`src/rtl/eli_ram_pkg.sv`:
```
package eli_ram_pkg;
  // Strobes passed from the access control to the storage datapath
  typedef struct packed {
    logic wrEn;   // store dataIn at the access address this edge
    logic rdEn;   // present inverted word and raise output enable
  } accStrobe_t;
endpackage

```
`src/rtl/eli_ram_ctrl.sv`:
```
module eli_ram_ctrl
  import eli_ram_pkg::*;
#(
  parameter int ADDR_W = 4
) (
  input  logic              clk,
  input  logic              rst,
  input  logic              selN,
  input  logic              wrN,
  input  logic [ADDR_W-1:0] addrIn,
  output accStrobe_t        strb,
  output logic [ADDR_W-1:0] accAddr
);

  logic              selDly;
  logic              addrValid;
  logic [ADDR_W-1:0] heldAddr;
  logic              fallDet;
  logic              accValid;

  // Falling edge of select: previous sample high, current sample low
  assign fallDet  = selDly & ~selN;
  assign accValid = fallDet | addrValid;
  assign accAddr  = fallDet ? addrIn : heldAddr;

  always_comb begin
    strb.wrEn = ~selN & ~wrN & accValid;
    strb.rdEn = ~selN &  wrN & accValid;
  end

  // Reset treats select as already low, so a low select after reset is not an edge
  always_ff @(posedge clk) begin
    if (rst) begin
      selDly    <= 1'b0;
      addrValid <= 1'b0;
    end else begin
      selDly <= selN;
      if (selN)
        addrValid <= 1'b0;
      else if (fallDet)
        addrValid <= 1'b1;
    end
  end

  always_ff @(posedge clk) begin
    if (fallDet)
      heldAddr <= addrIn;
  end

  // once captured, the address holds for the rest of the low period
  p_addr_held_r2: assert property (@(posedge clk) disable iff (rst)
    (addrValid && !selN && !fallDet) |=> $stable(heldAddr));

  // a high select ends any access at the next edge
  p_sel_high_ends_r5: assert property (@(posedge clk) disable iff (rst)
    selN |=> !addrValid);

  // read and write strobes never coincide
  p_strobe_excl_r4: assert property (@(posedge clk) disable iff (rst)
    !(strb.wrEn && strb.rdEn));

endmodule

```
`src/rtl/eli_ram_datapath.sv`:
```
module eli_ram_datapath
  import eli_ram_pkg::*;
#(
  parameter int ADDR_W = 4,
  parameter int DATA_W = 4
) (
  input  logic              clk,
  input  logic              rst,
  input  accStrobe_t        strb,
  input  logic [ADDR_W-1:0] accAddr,
  input  logic [DATA_W-1:0] dataIn,
  output logic [DATA_W-1:0] dataOut,
  output logic              outEn
);

  localparam int DEPTH = 1 << ADDR_W;

  logic [DATA_W-1:0] words [DEPTH];
  logic [DATA_W-1:0] rdWord;

  // Storage has no reset; contents are undefined until written
  always_ff @(posedge clk) begin
    for (int w = 0; w < DEPTH; w++) begin
      if (strb.wrEn && accAddr == ADDR_W'(w))
        words[w] <= dataIn;
    end
  end

  assign rdWord  = words[accAddr];
  assign outEn   = strb.rdEn;
  assign dataOut = strb.rdEn ? ~rdWord : '0;

  // a write strobe lands the data in the addressed word
  p_write_lands_r4: assert property (@(posedge clk) disable iff (rst)
    strb.wrEn |=> words[$past(accAddr)] == $past(dataIn));

  // undriven output carries zeros
  p_float_zero_r9: assert property (@(posedge clk) disable iff (rst)
    !strb.rdEn |-> dataOut == '0);

endmodule

```
`src/rtl/edge_latched_inv_ram.sv`:
```
module edge_latched_inv_ram
  import eli_ram_pkg::*;
#(
  parameter int ADDR_W = 4,
  parameter int DATA_W = 4
) (
  input  logic              clk,
  input  logic              rst,
  input  logic              selN,
  input  logic              wrN,
  input  logic [ADDR_W-1:0] addrIn,
  input  logic [DATA_W-1:0] dataIn,
  output logic [DATA_W-1:0] dataOut,
  output logic              outEn
);

  accStrobe_t        strb;
  logic [ADDR_W-1:0] accAddr;

  eli_ram_ctrl #(.ADDR_W(ADDR_W)) u_ctrl (
    .clk     (clk),
    .rst     (rst),
    .selN    (selN),
    .wrN     (wrN),
    .addrIn  (addrIn),
    .strb    (strb),
    .accAddr (accAddr)
  );

  eli_ram_datapath #(.ADDR_W(ADDR_W), .DATA_W(DATA_W)) u_dp (
    .clk     (clk),
    .rst     (rst),
    .strb    (strb),
    .accAddr (accAddr),
    .dataIn  (dataIn),
    .dataOut (dataOut),
    .outEn   (outEn)
  );

  // the output floats while writing
  p_float_on_write_r4: assert property (@(posedge clk) disable iff (rst)
    (!selN && !wrN) |-> !outEn);

  // the output floats while deselected
  p_float_on_inhibit_r5: assert property (@(posedge clk) disable iff (rst)
    selN |-> !outEn);

endmodule

```
`config.mk`:
```
export PLATFORM = sky130hd
export DESIGN_NAME = edge_latched_inv_ram
export DESIGN_NICKNAME = d
export VERILOG_FILES = /design/src/rtl/eli_ram_pkg.sv /design/src/rtl/eli_ram_ctrl.sv /design/src/rtl/eli_ram_datapath.sv /design/src/rtl/edge_latched_inv_ram.sv
export SDC_FILE = /design/constraint.sdc
export NUM_CORES = 1
export LEC_CHECK = 0
export BUFFER_PORTS_ARGS = -buffer_cell sky130_fd_sc_hd__buf_4
export CAP_MARGIN = 10
export CELL_PAD_IN_SITES_DETAIL_PLACEMENT = 0
export CELL_PAD_IN_SITES_GLOBAL_PLACEMENT = 1
export CORE_ASPECT_RATIO = 0.5
export CORE_UTILIZATION = 54
export CTS_CLUSTER_SIZE = 40
export DETAILED_ROUTE_END_ITERATION = 12
export GPL_TIMING_DRIVEN = 0
export HOLD_SLACK_MARGIN = 0.02
export PLACE_DENSITY_LB_ADDON = 0.1
export REMOVE_ABC_BUFFERS = 1
export SLEW_MARGIN = 20
export SYNTH_ARGS = -nofsm -noshare
export SYNTH_HDL_FRONTEND = slang
export SYNTH_SLANG_ARGS = --single-unit
```
`constraint.sdc`:
```
create_clock -name clk -period 5.9 [get_ports clk]
set_clock_uncertainty 0.1 [all_clocks]
set_input_delay 0.885 -clock clk [delete_from_list [all_inputs] [get_ports clk]]
set_output_delay 0.885 -clock clk [all_outputs]
set_load 0.01 [all_outputs]
```
== After elaboration in Yosys (flattened, before gate mapping) ==
Memories as Yosys holds them, arrays and structs flattened.
Index checks and enable logic that the tools add are counted.
Operators by class
  equality and inequality tests: 15
  multiplexer cells: 79
  bitwise gates (word level): 9
  reductions and logical operators: 33
Operators with widths (number)
  4-bit two-way mux: 32
  4-bit OR reduction: 15
  1-bit two-way mux: 47
  4-bit equality test (second input constant): 8
  4-bit by 3-bit equality test with 1-bit output (second input constant): 4
  1-bit logical AND: 16
  4-bit by 2-bit equality test with 1-bit output (second input constant): 2
  1-bit bitwise AND: 5
  4-bit by 1-bit equality test with 1-bit output (second input constant): 1
  4-bit zero test: 1
  4-bit inverter: 1
  1-bit inverter: 2
  2-bit OR reduction: 1
  1-bit bitwise OR: 1
Word-level totals
  register bits after elaboration: 6
  bits in writable memories: 64
  input port bits: 12
  output and inout port bits: 5
  logic and storage cells: 140
  memories kept: 1
Memory list
  u_dp.words: words 16, width 4, rd ports 1, clocked after memory_dff 0, write ports 1, RTL line eli_ram_datapath.sv:18  | logic [DATA_W-1:0] words [DEPTH];

== Depth between registers and ports, before layout ==
  depth in word-level cells: 23
  depth in mapped cells: 8
  gate-level depth less buffers: 7

== Hierarchy ==
From an unflattened synthesis, not the netlist that was laid out.
Second synthesis, totals
  cell total of the unflattened synthesis: 148
  area, all modules: 2837.7 um^2
By module, submodules not included
  eli_ram_datapath: times used 1, cells an instance 131, area an instance 2615.0 um^2, sequential area each 1921.8 um^2
  eli_ram_ctrl: times used 1, cells an instance 17, area an instance 222.7 um^2, sequential area each 120.1 um^2

== Worst setup path before layout ==
Ideal clock, no wire load.
  kind: input to output
  from: in selN
  to: out dataOut[0]
  data arrival time: 2393 ps
  required time: 4915 ps
  slack: 2522 ps
  cell stages on the path: 7
  path buffers: 1
  cell sequence: nand2b_4 > buf_6 > a31oi_2 > or2b_1 > a21oi_1 > or4_1 > a21oi_1
Between the ends
  cells in the longest elaborated chain, start to end: 6
  elaborated cells between the ends (all ways): 9
  those cells by class: 2 x mux; 6 x bitwise; 1 x memory
RTL lines
  start: declaration: RTL line edge_latched_inv_ram.sv:9  | input logic selN,
  1-bit inverter *: RTL line eli_ram_ctrl.sv:22, eli_ram_ctrl.sv:28
  1-bit bitwise AND: RTL line eli_ram_ctrl.sv:22  | assign fallDet = selDly & ~selN;
  4-bit two-way mux: RTL line eli_ram_ctrl.sv:24  | assign accAddr = fallDet ? addrIn : heldAddr;
  memory read 16 x 4 bit
  4-bit inverter: RTL line eli_ram_datapath.sv:31  | assign dataOut = strb.rdEn ? ~rdWord : '0;
  4-bit two-way mux *: RTL line eli_ram_datapath.sv:31
  end: declaration: RTL line edge_latched_inv_ram.sv:13  | output logic [DATA_W-1:0] dataOut,
Mark *: on every way between the ends. The rest lies on a longest branch, timed or not.

== Worst setup path after layout ==
Same ends and word-level chain as after synthesis.

==> Implementation_results.wiki <==
{| class="wikitable"
! Metric !! Value
|-
| Largest area contributor in the netlist || edfxtp_1
|-
| Mean post-synth cell area || 14.3 um^2
|-
| Number of levels in the clock H-tree || 3
|-
| FMAX || 223 MHz
|-
| Tcrit/Tclk final || around three quarters
|-
| GPL Wtd Cong || 0.812
|-
| Die boundary height || 54.0 um
|-
| Core Rows || 18
|-
| Total standard cell area after synthesis || 2920 um^2
|-
| Placed instance count || 283
|-
| Type of origin of the critical path || input port
|-
| RSZ-0062 raised after global routing || false
|-
| Top-level I/O count || 17
|-
| Via count of the first global-routing pass || ~1,700
|-
| Root Driver || clkbuf_8
|-
| Final HPWL DP || between 3000 and 4000 um
|-
| Number of cells on the worst hold path || 2
|-
| Setup Crit Path Kind || input port to primary output
|-
| Worst Path Arrival || 3.49 ns
|-
| Clock net sink count || 70
|-
| Element type at the critical path end || primary output
|-
| Setup TNS || 0 ns
|-
| Clk pin slew, worst setup/hold paths || 0.07 ns
|-
| Worst r2r path cells || 4
|-
| Antenna-violating nets left || 0
|-
| Outcome || complete, no violations
|-
| Sum of internal, switching and leakage power || 0.00106 W
|-
| Hold violation count in the final report || 0
|-
| Post-cts sizing count || 0
|-
| Width of the die || 106 um
|-
| Static leakage || 1.15 nW
|-
| Full die area || 5730 um^2
|-
| Cts-stage hold buffer count || 0
|-
| Wire length of the first global-routing pass || roughly 8500 um
|-
| Place WS || 1.44 ns
|-
| Share of the synthesized area in the top cell type || 65.7%
|-
| Top routing layer used || met4
|-
| Post-detailed-route DRC marker count || 0
|-
| Transition time of the tightest slew-check pin || around 0.78 ns
|-
| Drt total wl || around 5700 um
|-
| Average detailed-routed wire length per instance || 19.0 um
|-
| Detailed-route vias per instance || 5.83
|-
| Total CTS buffers || 9
|-
| Master of the slowest instance on the critical path || mux2i_4
|-
| Worst-case hold slack || 0.456 ns
|-
| Final critical-path setup slack || around 1.4 ns
|-
| Metal2 WL || 2610 um
|-
| Count of different cell masters after synthesis || 30
|-
| Highest ir drop seen on vdd || 0.000159 V
|-
| CTS Buffer Depth || 2
|-
| Final standard cell count with taps included and fillers excluded || 298
|-
| Antenna diode count || 0
|-
| Power per standard cell area || around 320 nW/um^2
|-
| Setup violators final || 0
|-
| Layout net count || about 240
|-
| Total vias in the final route || 1,736
|-
| Buffer count from post-CTS setup fixing || 0
|-
| Synth warn || 0
|-
| Area of the multi-input gates || a little over 800 um^2
|-
| Total track usage || 22.1%
|-
| Cells after synthesis || slightly above 200
|-
| Register area || approximately 2000 um^2
|-
| Clock period minus worst slack || approximately 4.5 ns
|-
| DRT met1 WL || 2530 um
|-
| Effective utilization at floorplan || 57.7%
|-
| Number of max-slew violations in the final report || 0
|-
| DRC marker count from the first detailed-route iteration || a little over 100
|-
| Delay of the slowest critical-path stage || 0.72 ns
|-
| GRT Residual Overflow || 0
|-
| Worst min-delay path class || flip-flop to flip-flop
|-
| Number of violations of the max-capacitance limit || 0
|-
| Max-slew headroom at the worst pin || 46.8%
|-
| Number of antenna violations at the first check in global routing || 0
|-
| Cell type with the highest occurrence count on the critical path || buf_4
|-
| Ranking of synthesized cells by area || edfxtp_1, mux2i_1, dfxtp_1
|-
| Synthesized flop and latch total || 70
|-
| Peak fanout along the critical path || 19
|-
| Filler cells || 376
|-
| Clock latency on the worst-skew pair || between 0.3 and 0.4 ns
|-
| Area Overhead vs Synth || 12.6%
|-
| Ordered list of cells on the worst path || buf_4, nand2b_4, mux2i_4, inv_2, nand2_1, a221oi_1, or4_1, a21oi_1, buf_4
|-
| TritonCTS clock tree || built
|-
| First-pass DRT Iterations || 4
|-
| Sequential element share of the synthesized area || 69.8%
|-
| Largest net degree at the start of global routing || 20
|-
| Required time reported for the critical path endpoint || just under 5 ns
|-
| Number of buffers added on ports || 16
|-
| Share of final-layout standard cells stronger than drive strength 1 || 17.5%
|-
| Detailed-routed wire length on met3 || 461 um
|-
| CORE AREA || 5070 um^2
|}
-- report_power, final --
part           internal, W  total [W]  switching [W]
combinational    0.0000586   0.000154      0.0000956
clock             0.000190   0.000353       0.000164
sequential        0.000550   0.000557     0.00000771
total             0.000798    0.00106       0.000267
-- Yosys cell counts --
| library cell | count |
|---|---|
| a221o_1 | 2 |
| a31oi_1 | 2 |
| and3_1 | 2 |
| nor3_1 | 16 |
| or2b_1 | 1 |
| buf_6 | 2 |
| nor4_1 | 1 |
| nor2b_1 | 1 |
| edfxtp_1 | 64 |
| mux2_1 | 2 |
| buf_4 | 1 |
| a31oi_2 | 2 |
| o221ai_1 | 4 |
| buf_2 | 4 |
| mux2i_4 | 2 |
| or4_1 | 2 |
| inv_2 | 3 |
| clkbuf_1 | 2 |
| nand2_1 | 18 |
| nor4bb_1 | 1 |
| inv_1 | 3 |
| nor3b_1 | 2 |
| a221oi_1 | 2 |
| o32ai_1 | 1 |
| a21oi_1 | 14 |
| nor2_1 | 20 |
| nand2b_4 | 1 |
| o22ai_1 | 1 |
| dfxtp_1 | 6 |
| mux2i_1 | 23 |
-- routing by layer --
| metal | global-route usage, % | up-vias |
|---|---|---|
| li1 | - | 820 |
| met1 | 27.7 | 843 |
| met2 | 35.2 | 67 |
| met3 | 9.20 | 6 |
| met4 | 8.33 | 0 |
| met5 | 0 | - |
-- critical path: cells and delay by family --
| family | cells | cell delay [ns] |
|---|---|---|
| simple gates | 3 | 1.01 |
| mux | 1 | 0.72 |
| buf+inv | 3 | 0.56 |
| compound gates | 2 | 0.33 |
-- flip-flops by register name, indices dropped and copies added (netlist names) --
name / count
u_ctrl.addrValid: 1
u_ctrl.selDly: 1
u_ctrl.heldAddr: 4
u_dp.words: 64
-- final timing paths --
check | startpoint | endpoint | slack, ns
setup / recovery | selN | dataOut[0] | 1.42
hold / removal | u_ctrl.addrValid | u_ctrl.addrValid | 0.46
setup reg to reg | u_ctrl.selDly | u_dp.words[8][0] | 3.42
hold reg to reg | u_ctrl.addrValid | u_ctrl.addrValid | 0.46
-- cells by family after synthesis --
family                 Yosys count  share of synthesized area, %
buffers and inverters           15                          2.74
AOI/OAI and AO/OA               28                          6.68
and+or+nand+nor                 65                          10.6
DFF                             70                          69.8
muxes                           27                          10.2
-- metrics by stage --
step / cell area (um^2) / util, %
3_3_place_gp: 3070 / 60.7
6_report: 3290 / 65.0
2_1_floorplan: 2870 / -
4_1_cts: 3280 / 64.7
5_1_grt: 3290 / 65.0
3_5_place_dp: 3100 / 61.2
-- final cells by class --
type / instances / area share [%]
Sequential cell: 70 / 62.0
Clock buffer: 10 / 3.88
Clock inverter: 5 / 1.56
Multi-Input combinational cell: 120 / 24.7
Inverter: 6 / 0.684
Tap cell: 70 / 2.66
Timing Repair Buffer: 17 / 4.48
-- placed cells by master (no fill, tap or decap), types with 2 or more instances in the layout --
cell type / instances
edfxtp_1: 64
mux2i_1: 23
nor2_1: 20
nand2_1: 18
nor3_1: 16
buf_4: 16
a21oi_1: 14
clkbuf_8: 9
dfxtp_1: 6
a31oi_2: 4
o221ai_1: 4
inv_2: 3
inv_1: 3
mux2i_4: 2
mux2_1: 2
nor3b_1: 2
a221o_1: 2
and3_1: 2
a221oi_1: 2
or4_1: 2
clkinv_2: 2
Power figures use the tool's default switching activity.
